File: src/rtl/smb_host_pkg.sv
package smb_host_pkg;
  localparam int BYTE_W = 8;

  localparam logic [2:0] OFF_STAT = 3'd0;
  localparam logic [2:0] OFF_CTL  = 3'd2;
  localparam logic [2:0] OFF_CMD  = 3'd3;
  localparam logic [2:0] OFF_ADDR = 3'd4;
  localparam logic [2:0] OFF_D0   = 3'd5;
  localparam logic [2:0] OFF_D1   = 3'd6;
  localparam logic [2:0] OFF_BLK  = 3'd7;

  localparam int START_BIT = 6;

  typedef enum logic [2:0] {
    PROTO_QUICK = 3'd0,
    PROTO_BYTE  = 3'd1,
    PROTO_BDATA = 3'd2,
    PROTO_WORD  = 3'd3,
    PROTO_BLOCK = 3'd5
  } proto_e;

  typedef struct packed {
    logic launch;
    logic setFail;
    logic capture;
  } seqStrobes_t;

  function automatic logic protoSupported(input logic [2:0] code);
    return (code == PROTO_QUICK) || (code == PROTO_BYTE) ||
           (code == PROTO_BDATA) || (code == PROTO_WORD) ||
           (code == PROTO_BLOCK);
  endfunction
endpackage

File: src/rtl/smb_host_seq.sv
module smb_host_seq
  import smb_host_pkg::*;
(
  input  logic        clk,
  input  logic        rst_n,
  input  logic        startReq,
  input  logic [2:0]  startProto,
  input  logic        rspValid,
  output seqStrobes_t strb,
  output logic        busy
);
  typedef enum logic {SEQ_IDLE, SEQ_WAIT} seqState_e;
  seqState_e state;
  logic idle;

  assign idle = (state == SEQ_IDLE);
  assign busy = (state == SEQ_WAIT);

  always_comb begin
    strb.launch  = startReq && idle && protoSupported(startProto);
    strb.setFail = startReq && idle && !protoSupported(startProto);
    strb.capture = (state == SEQ_WAIT) && rspValid;
  end

  always_ff @(posedge clk or negedge rst_n) begin
    if (!rst_n) begin
      state <= SEQ_IDLE;
    end else begin
      case (state)
        SEQ_IDLE: if (strb.launch) state <= SEQ_WAIT;
        SEQ_WAIT: if (rspValid) state <= SEQ_IDLE;
        default:  state <= SEQ_IDLE;
      endcase
    end
  end
endmodule

File: src/rtl/smb_host_dp.sv
module smb_host_dp
  import smb_host_pkg::*;
#(
  parameter int BUF_DEPTH = 32,
  localparam int IDX_W = $clog2(BUF_DEPTH)
) (
  input  logic              clk,
  input  logic              rst_n,
  input  logic              regWrEn,
  input  logic              regRdEn,
  input  logic [2:0]        regAddr,
  input  logic [BYTE_W-1:0] regWrData,
  output logic [BYTE_W-1:0] regRdData,
  input  seqStrobes_t       strb,
  input  logic              busy,
  output logic              startReq,
  output logic [2:0]        startProto,
  output logic [2:0]        reqProto,
  output logic              reqRead,
  output logic [6:0]        reqAddr,
  output logic [BYTE_W-1:0] reqCmd,
  output logic [BYTE_W-1:0] reqData0,
  output logic [BYTE_W-1:0] reqData1,
  input  logic [BYTE_W-1:0] rspData0,
  input  logic [BYTE_W-1:0] rspData1,
  input  logic [IDX_W-1:0]  engBufIdx,
  input  logic              engBufWe,
  input  logic [BYTE_W-1:0] engBufWrData,
  output logic [BYTE_W-1:0] engBufRdData
);
  logic [4:0]        ctlReg;
  logic [BYTE_W-1:0] cmdReg, addrReg, d0Reg, d1Reg;
  logic              failFlag;
  logic [IDX_W-1:0]  blkIdx;
  logic [BYTE_W-1:0] bufMem [BUF_DEPTH];

  logic wrOk, statWr, cpuBlkWr, blkRd, rewind, advance;

  assign wrOk     = regWrEn && !busy;
  assign statWr   = regWrEn && (regAddr == OFF_STAT);
  assign cpuBlkWr = wrOk && (regAddr == OFF_BLK);
  assign blkRd    = regRdEn && (regAddr == OFF_BLK);
  assign rewind   = statWr || (regRdEn && (regAddr == OFF_CTL));
  assign advance  = blkRd || cpuBlkWr;

  assign startReq   = regWrEn && (regAddr == OFF_CTL) && regWrData[START_BIT];
  assign startProto = regWrData[4:2];

  always_ff @(posedge clk or negedge rst_n) begin
    if (!rst_n) begin
      blkIdx <= '0;
    end else if (rewind) begin
      blkIdx <= '0;
    end else if (advance) begin
      blkIdx <= (blkIdx == IDX_W'(BUF_DEPTH - 1)) ? '0 : blkIdx + 1'b1;
    end
  end

  always_ff @(posedge clk or negedge rst_n) begin
    if (!rst_n) begin
      failFlag <= 1'b0;
    end else if (statWr) begin
      failFlag <= 1'b0;
    end else if (strb.setFail) begin
      failFlag <= 1'b1;
    end
  end

  always_ff @(posedge clk or negedge rst_n) begin
    if (!rst_n) begin
      ctlReg  <= '0;
      cmdReg  <= '0;
      addrReg <= '0;
      d0Reg   <= '0;
      d1Reg   <= '0;
    end else if (wrOk) begin
      case (regAddr)
        OFF_CTL:  ctlReg  <= regWrData[4:0];
        OFF_CMD:  cmdReg  <= regWrData;
        OFF_ADDR: addrReg <= regWrData;
        OFF_D0:   d0Reg   <= regWrData;
        OFF_D1:   d1Reg   <= regWrData;
        default:  ;
      endcase
    end else if (strb.capture && addrReg[0]) begin
      case (ctlReg[4:2])
        PROTO_BYTE, PROTO_BDATA, PROTO_BLOCK: d0Reg <= rspData0;
        PROTO_WORD: begin
          d0Reg <= rspData0;
          d1Reg <= rspData1;
        end
        default: ;
      endcase
    end
  end

  for (genvar e = 0; e < BUF_DEPTH; e++) begin : g_buf
    always_ff @(posedge clk or negedge rst_n) begin
      if (!rst_n) begin
        bufMem[e] <= '0;
      end else if (cpuBlkWr && (blkIdx == IDX_W'(e))) begin
        bufMem[e] <= regWrData;
      end else if (busy && engBufWe && (engBufIdx == IDX_W'(e))) begin
        bufMem[e] <= engBufWrData;
      end
    end
  end

  assign engBufRdData = bufMem[engBufIdx];

  always_comb begin
    case (regAddr)
      OFF_STAT: regRdData = {5'd0, failFlag, 1'b0, busy};
      OFF_CTL:  regRdData = {3'd0, ctlReg};
      OFF_CMD:  regRdData = cmdReg;
      OFF_ADDR: regRdData = addrReg;
      OFF_D0:   regRdData = d0Reg;
      OFF_D1:   regRdData = d1Reg;
      OFF_BLK:  regRdData = bufMem[blkIdx];
      default:  regRdData = '0;
    endcase
  end

  assign reqProto = ctlReg[4:2];
  assign reqRead  = addrReg[0];
  assign reqAddr  = addrReg[7:1];
  assign reqCmd   = cmdReg;
  assign reqData0 = d0Reg;
  assign reqData1 = d1Reg;
endmodule

File: src/rtl/smb_host_regs.sv
module smb_host_regs
  import smb_host_pkg::*;
#(
  parameter int BUF_DEPTH = 32
) (
  input  logic                         clk,
  input  logic                         rst_n,
  input  logic                         regWrEn,
  input  logic                         regRdEn,
  input  logic [2:0]                   regAddr,
  input  logic [7:0]                   regWrData,
  output logic [7:0]                   regRdData,
  output logic                         reqValid,
  output logic [2:0]                   reqProto,
  output logic                         reqRead,
  output logic [6:0]                   reqAddr,
  output logic [7:0]                   reqCmd,
  output logic [7:0]                   reqData0,
  output logic [7:0]                   reqData1,
  input  logic                         rspValid,
  input  logic [7:0]                   rspData0,
  input  logic [7:0]                   rspData1,
  input  logic [$clog2(BUF_DEPTH)-1:0] engBufIdx,
  input  logic                         engBufWe,
  input  logic [7:0]                   engBufWrData,
  output logic [7:0]                   engBufRdData
);
  seqStrobes_t strb;
  logic        busy;
  logic        startReq;
  logic [2:0]  startProto;

  smb_host_seq u_seq (
    .clk        (clk),
    .rst_n      (rst_n),
    .startReq   (startReq),
    .startProto (startProto),
    .rspValid   (rspValid),
    .strb       (strb),
    .busy       (busy)
  );

  smb_host_dp #(.BUF_DEPTH(BUF_DEPTH)) u_dp (
    .clk          (clk),
    .rst_n        (rst_n),
    .regWrEn      (regWrEn),
    .regRdEn      (regRdEn),
    .regAddr      (regAddr),
    .regWrData    (regWrData),
    .regRdData    (regRdData),
    .strb         (strb),
    .busy         (busy),
    .startReq     (startReq),
    .startProto   (startProto),
    .reqProto     (reqProto),
    .reqRead      (reqRead),
    .reqAddr      (reqAddr),
    .reqCmd       (reqCmd),
    .reqData0     (reqData0),
    .reqData1     (reqData1),
    .rspData0     (rspData0),
    .rspData1     (rspData1),
    .engBufIdx    (engBufIdx),
    .engBufWe     (engBufWe),
    .engBufWrData (engBufWrData),
    .engBufRdData (engBufRdData)
  );

  assign reqValid = busy;
endmodule

File: config.mk
export PLATFORM = sky130hd
export DESIGN_NAME = smb_host_regs
export DESIGN_NICKNAME = d
export VERILOG_FILES = /design/src/rtl/smb_host_pkg.sv /design/src/rtl/smb_host_seq.sv /design/src/rtl/smb_host_dp.sv /design/src/rtl/smb_host_regs.sv
export SDC_FILE = /design/constraint.sdc
export NUM_CORES = 1
export LEC_CHECK = 0
export BUFFER_PORTS_ARGS = -buffer_cell sky130_fd_sc_hd__buf_2
export CORE_AREA = 2 2 186 188
export CTS_BUF_LIST = sky130_fd_sc_hd__clkbuf_4
export CTS_CLUSTER_DIAMETER = 40
export DETAILED_ROUTE_END_ITERATION = 7
export DIE_AREA = 0 0 188 190
export PLACE_DENSITY = 0.73
export SLEW_MARGIN = 25
export SYNTH_ARGS = -nofsm -noshare
export SYNTH_HDL_FRONTEND = slang
export SYNTH_SLANG_ARGS = --single-unit
File: constraint.sdc
create_clock -name clk -period 8.37 [get_ports clk]
set_input_delay 1.674 -clock clk [delete_from_list [all_inputs] [get_ports clk]]
set_output_delay 1.674 -clock clk [all_outputs]
set_load 0.03 [all_outputs]
Word level (Yosys, flattened, before mapping). Cells that the tools add are included.

$add $sub $neg: 1. Order comparisons: 2. Equal/unequal tests: 78. Mux-type cells: 87. Bitwise logic cells: 3. Reductions and logical operators: 132.

Operator list (count): $mux 8 (76); $eq 5x5->1 const B (32); $bmux 8 s5 (2); $eq 5x4->1 const B (16); $logic_and 1x1->1 (77); $reduce_bool 2->1 (37); $pmux 8 s7 (1); $eq 5x3->1 const B (8); $eq 5x2->1 const B (4); $eq 3x2->1 const B (6); $eq 3x3->1 const B (6); $mux 5 (3); $ge 6x6->1 const B (2); $not 5->6 (2); $eq 5x1->1 const B (2); $logic_not 5->1 (2); $eq 3x1->1 const B (2); $logic_not 3->1 (2); $logic_or 1x1->1 (6); $reduce_and 2->1 (3); $reduce_and 3->1 (2); $add 5x1->5 const B (1); $mux 1 (4); $ne 2x2->1 const B (2); other kinds (4) (5).

Bits in registers: 300. Bits of input ports: 46. Output and inout bits: 52. Logic and storage cells: 343.

Logic depth before layout (Yosys ltp). Gate-level depths: netlist of the first run.

Word-level depth: 9. Mapped depth: 9. Mapped depth without buffers: 6.

By module. From an unflattened synthesis of the first run, not the netlist that was laid out.

Cell total of the unflattened synthesis: 1519. Area, all modules: 18315.1 um^2.

Modules (own cells, without submodules): smb_host_dp (instances 1, cells an instance 1510, area each 18222.5 um^2, seq. area each 7482.2 um^2); smb_host_seq (instances 1, cells an instance 9, area each 92.6 um^2, seq. area each 25.0 um^2).

Least setup slack after synthesis of the first run. No wires, ideal clock.

Path kind: in2out. From: input engBufIdx[0]. To: output engBufRdData[0]. Data arrival time: 3.430 ns. Data required time: 6.696 ns. Path slack: 3.266 ns. Cell stages on the path: 6. Buffers on the path: 3. Path through: buf_2 -> buf_6 -> buf_6 -> mux4_2 -> mux4_2 -> mux2_2.

Cells in the longest elaborated chain, start to end: 4.

Ends and longest elaborated chain: start: declaration (RTL line smb_host_regs.sv:23) `input logic [$clog2(BUF_DEPTH)-1:0] engBufIdx,`; $not 5->6 (implied by the code) (RTL line smb_host_dp.sv:109) `assign engBufRdData = bufMem[engBufIdx];`; $bmux 8 s5 (RTL line smb_host_dp.sv:109); $mux 8 (implied by the code) (2 in series) (RTL line smb_host_dp.sv:109); end: declaration (RTL line smb_host_regs.sv:26) `output logic [7:0] engBufRdData`.

Every way passes these cells. The select of a mux whose other input is x is not followed.

Worst setup path in the final report of the first run.
From: input engBufIdx[0]. To: output engBufRdData[6].

Same word-level chain as after synthesis.

==> flow_summary.ini, run 1 <==
[routing]
vias = 15700
avgRoutedWirePerCell_um = 31.4
postRouteAntennaNets = 0
drt_iter0_drc = 2565
drcViolationCount = 0
wirelength_um = 64600
drtPass1Iterations = 8
via_per_inst = 7.60

[critical_path]
critPathKind = in2out
slowest_delay_ns = 0.65
crit_path_end_kind = primary output
critPathRequiredTime_ns = 6.70
worst-path-max-fanout = 36
start_kind = primary input
cp_num_buf_inv = 3
critical_path.cell_chain = buf_4 -> buf_4 -> mux4_2 -> mux4_2 -> mux2_2 -> buf_2
arrival_ns = 4.46
crit_family = multiplexers
cp_slowest_cell = buf_4

[floorplan]
start_util_pct = 53.7
die_x_um = 188
fp-row-count = 68
die_area_um2 = 35700
die_h_um = 190
placeableCoreArea_um2 = 33900
boundaryPins = 98

[power]
powerDensity_nw_per_um2 = 200
leakagePower_nw = 8.94
peakVddDrop_uv = 101
power_mw = 3.97

[finish]
nNetsFinal = 1601
finalInstanceArea_um2 = 19900
layout-drive-gt1-share_pct = 28.8
areaGrowthSynthToFinish_pct = 8.99

[clock_network]
cts_hold_buf = 0
clk_latency_ns = 0.76
cts_tree = yes
h-tree-depth = 3
numCtsBuffers = 81
max-clock-path-buffers = 3
cts-resized-gates = 0
root_buffer = clkbuf_4
clk_pin_slew_worst_paths_ns = 0.07
cts_setup_buffers = 0
cts_sinks = 300

[grt]
grt_pass1_vias = 15000
grt_usage_pct = 36.2
grt_pass1_wl_um = 97400
busiest_layer = met2
met1_usage_pct = 49.5
grt_util_met2_pct = 52.9
grt-ovfl-total = 0
use_met3_pct = 13.6
grt_max_degree = 169
antenna_found_initial = 5

[timing]
period_share_pct = 73.3
final_hold_viol_count = 0
period_minus_slack_ns = 6.13
worstMarginPinSlew_ns = 1.06
rsz0062_at_grt = false
setup_violations = 0
maxSlewViolCount = 0
slew_headroom_pct = 29.5
finClkSkew_ns = 0.0624
fin_tns_setup_ns = 0
max_freq_mhz = 163

[place]
dp_hpwl_um = 44000
place_area_um2 = 18800
io_buffer_count = 97
place_congestion = 0.978

[synthesis]
synth_edf_count = 0
synth-seq-cells = 300
yosys.area.top_type = dfrtp_1
syn_avg_cell_area_um2 = 12.1
synth_commonest_cells = dfrtp_1 (300), a221o_1 (236), and2_1 (131)
syn_nets = 1559
ys_seq_area_share_pct = 41.2
synthesis.instances = 1507
synth_top_area_share_pct = 41.2
ys_async_sr_fraction_pct = 100
netlist_area_um2 = 18200
synth_top_flop_cell = dfrtp_1
ys_types = 61
yosysWarnings = 0
synthMostInstantiatedCell = dfrtp_1
netlist_top_cells_area = dfrtp_1 (41%), mux4_2 (16%), a221o_1 (13%), and2_1 (4.5%), and3_1 (3.0%)

[status]
status = finished, final reports clean

[job]
cap_violations = 0

[hold_path]
hold_class = reg2reg
## layer usage
metal	routed length, um	part of all wire, %	up-vias
met3	10500	16	193
met2	27700	43	1400
met5	23	0.036	-
met4	2680	4.1	4
met1	23700	37	7794
li1	-	-	6261
## worst reg2reg max path, cell delays in order, from the launching register on
cell and delay [ns]:
dfrtp_4 0.73, inv_2 0.34, ha_1 0.85, nand4_1 0.87
nor2_1 0.72, a221o_1 0.25
## layout by cell type (no fill, tap or decap), drive strengths merged, types with 6 or more instances in the layout
master,Yosys,layout
dfrtp,300,300
a221o,236,236
and2,131,131
mux4,128,128
buf,47,118
clkbuf,112,113
and3,88,88
nor3,72,72
a21oi,56,56
mux2,54,54
nor2,34,34
mux2i,27,27
nand2,27,27
a22o,21,21
a21o,20,20
o21ai,16,16
clkinv,0,15
a22oi,13,13
inv,10,13
a221oi,11,11
nand3,9,9
nor2b,8,8
o221ai,8,8
nand4,8,8
nand2b,8,8
nand3b,7,7
a31oi,6,6
ha,6,6
## state kept, by name, summed over array words and instances (netlist names), 5 cells and up
register	cells
u_dp.bufMem	256
u_dp.ctlReg	5
u_dp.reqData0	8
u_dp.blkIdx	5
u_dp.addrReg	8
u_dp.reqCmd	8
u_dp.reqData1	8
## stage by stage
| stage | hold slack [ns] | cells | setup WS (ns) | utilization (%) |
|---|---|---|---|---|
| floorplan | 0.461 | 1507 | 3.27 | - |
| global placement | 0.485 | 1920 | 2.29 | 55.3 |
| detailed placement | 0.491 | 1920 | 2.21 | 55.3 |
| CTS | 0.506 | 2055 | 2.22 | 58.4 |
| global route | 0.521 | 2058 | 2.06 | 58.5 |
| finish | 0.508 | 2059 | 2.24 | 58.5 |
## where the power goes
group	switching, mW	internal [mW]
combinational	0.462	0.341
sequential	0.186	1.58
clock	0.655	0.742
## area by class of cell
class                      count  area [um^2]
antenna                        3         7.51
clock buffer                 113          848
clock inverter                22          193
fill                        2769        14100
inverter                      10         37.5
multi-input combinational   1038        10000
sequential                   300         7510
tap                          455          569
timing repair buffer         118          688
## final timing paths
path | start | end | slack, ns | cells after the start
max | engBufIdx[0] | engBufRdData[6] | 2.24 | 6
min | u_dp.reqData0[7] | u_dp.reqData0[7] | 0.51 | 2
max reg2reg | u_dp.blkIdx[0] | u_dp.bufMem[220] | 4.47 | 5
min reg2reg | u_dp.reqData0[7] | u_dp.reqData0[7] | 0.51 | 2
max in group asynchronous | rst_n | u_dp.bufMem[201] | 6.18 | 2
min in group asynchronous | rst_n | u_dp.bufMem[7] | 0.81 | 1
## kinds of logic (layout without fill, tap and decap cells)
group / after synthesis / in the layout / synth area share (%)
other: 0 / 3 / 0
muxes: 209 / 209 / 20.6
adders and majority gates: 6 / 6 / 0.412
and+or+nand+nor: 409 / 409 / 14.1
buffers and inverters: 169 / 263 / 3.97
AOI/OAI and AO/OA: 414 / 414 / 19.7
DFF: 300 / 300 / 41.2
Note: power is estimated with default switching activity, not from simulation.
==> run 2, diff against run 1 <==
==> constraint.sdc (replaced) <==
create_clock -name clk -period 5.9 [get_ports clk]
set_input_delay 1.18 -clock clk [delete_from_list [all_inputs] [get_ports clk]]
set_output_delay 1.18 -clock clk [all_outputs]
set_load 0.03 [all_outputs]
==> run 2 against run 1 <==
Routed wire length decreased by 0.64%. Critical endpoint is now regRdData[6]. Total power increased by 37%. Critical path depth unchanged. Sequential power increased by 41%. First-iteration DRC count decreased by 7.6%. Die area unchanged. Sequential share of layout area about the same. Register-to-register slack got worse by 2.4 ns. Global-route usage about the same. Design area about the same. Combinational power increased by 42%.
==> flow_summary.ini, run 2 (synthesis gave the netlist of run 1 again) <==
[status]
status = finished, final reports clean

[floorplan]
die_x_um = 188
placeableCoreArea_um2 = 33900
die_area_um2 = 35700
fp-row-count = 68
boundaryPins = 98
start_util_pct = 53.7
die_h_um = 190

[critical_path]
critical_path.cell_chain = buf_4 -> mux4_2 -> mux2_2 -> a221oi_1 -> o31ai_1 -> buf_2
cp_slowest_cell = dfrtp_4
crit_path_end_kind = primary output
arrival_ns = 3.84
critPathRequiredTime_ns = 4.72
slowest_delay_ns = 1.00
worst-path-max-fanout = 46
start_kind = register
critPathKind = reg2out
reg2reg_depth = 6

[grt]
grt_pass1_wl_um = 97300
grt_pass1_vias = 15000
grt_max_degree = 117
grt-ovfl-total = 0
antenna_found_initial = 4
grt_usage_pct = 36.2

[clock_network]
clk_pin_slew_worst_paths_ns = 0.07
root_buffer = clkbuf_4
max-clock-path-buffers = 3
h-tree-depth = 3
numCtsBuffers = 79
cts_tree = yes
cts-resized-gates = 0
cts_setup_buffers = 0
cts_hold_buf = 0
clk_latency_ns = 0.73
cts_sinks = 300

[finish]
layout_commonest_cell = dfrtp_1
nNetsFinal = 1609
layout-drive-gt1-share_pct = 29.1
fin_cells = 2073
areaGrowthSynthToFinish_pct = 8.93
mostFrequentLayoutCells = dfrtp_1 (298), a221o_1 (236), and2_1 (131)
largest-register = u_dp.bufMem
largest_reg_flops = 256

[routing]
postRouteAntennaNets = 0
vias = 15600
via_per_inst = 7.51
avgRoutedWirePerCell_um = 31.0
drcViolationCount = 0
drt_iter0_drc = 2369
wirelength_um = 64200
drtPass1Iterations = 8

[timing]
maxSlewViolCount = 0
fin_tns_setup_ns = 0
final_hold_viol_count = 0
worst_slack_ns = 0.878
worstMarginPinSlew_ns = 1.09
slew_headroom_pct = 27.2
finClkSkew_ns = 0.0415
max_freq_mhz = 199
period_share_pct = 85.1
rsz0062_at_grt = false
period_minus_slack_ns = 5.02
setup_violations = 0

[power]
seq_power_share_pct = 46.0
power_mw = 5.44
leakagePower_nw = 8.96
p_sw_share_pct = 33.2
combPwrFrac_pct = 20.9
powerDensity_nw_per_um2 = 274
peakVddDrop_uv = 171
p_int_mw = 3.64
p_sw_mw = 1.81
pwr-share-clk_pct = 33.1

[place]
io_buffer_count = 97
dp_hpwl_um = 44600
dpl_worst_slack_ns = 1.02
placed_cells = 1931
place_congestion = 0.980

[job]
cap_violations = 0

[hold_path]
hold_class = in2async
-- run 2: cell count changes in the layout (fill, tap and decap cells not counted), moves of 4 or more --
| cell | previous run | this run |
|---|---|---|
| clkinv_1 | 11 | 16 |
| bufinv_16 | 4 | 0 |
| clkbuf_4 | 113 | 117 |
| buf_4 | 20 | 30 |
-- run 2: layout make-up --
type                    count  area, um^2
fillers                  2810       14100
multi-input cells        1038       10000
flip-flops and latches    300        7510
repair buffers            128         756
well taps                 455         569
clock buffers             117         878
inverters                  10        37.5
diodes                      2        5.00
clock inverters            23        90.1
-- run 2: worst paths after layout --
path / start / endpoint / slack (ns)
min: rst_n / u_dp.bufMem[21] / 0.39
min reg2reg: u_dp.reqData0[7] / u_dp.reqData0[7] / 0.51
max: u_dp.blkIdx[0] / regRdData[6] / 0.88
min in group clk: u_dp.reqData0[7] / u_dp.reqData0[7] / 0.51
max in group asynchronous: rst_n / u_dp.bufMem[130] / 4.28
max reg2reg: u_dp.blkIdx[1] / u_dp.bufMem[191] / 2.05
-- run 2: per-stage QoR --
step	cell area, um^2	util, %	hold WS (ns)
6_report	19900	58.5	0.393
5_1_grt	19900	58.5	0.419
4_1_cts	19800	58.5	0.387
3_5_place_dp	18900	55.6	0.493
3_3_place_gp	18900	55.6	0.485
2_1_floorplan	18200	-	0.461
-- run 2: metal layers --
layer  wire length, um  share of wire [%]  vias up  global-route usage (%)
met1             24800                 39     7883                    51.0
li1                  -                  -     6280                       -
met3              9310                 15      152                    12.1
met4              2600                4.1        4                    15.2
met5                48              0.075        -                       0
met2             27400                 43     1246                    51.5
-- run 2: power groups by stage --
| stage | clock [mW] | combinational [mW] | sequential [mW] |
|---|---|---|---|
| detailed placement | 0 | 1.12 | 2.52 |
| CTS | 1.82 | 1.12 | 2.48 |
| global placement | 0 | 1.10 | 2.52 |
| finish | 1.80 | 1.14 | 2.50 |
| floorplan | 0 | 0.737 | 2.49 |
| global route | 1.95 | 1.20 | 2.52 |
-- run 2: worst max-delay path, delay by kind of cell (launching register included) --
| family | cells | cell delay, ns |
|---|---|---|
| compound gates | 2 | 0.62 |
| buf+inv | 2 | 0.67 |
| flops | 1 | 1.00 |
| mux | 2 | 0.80 |
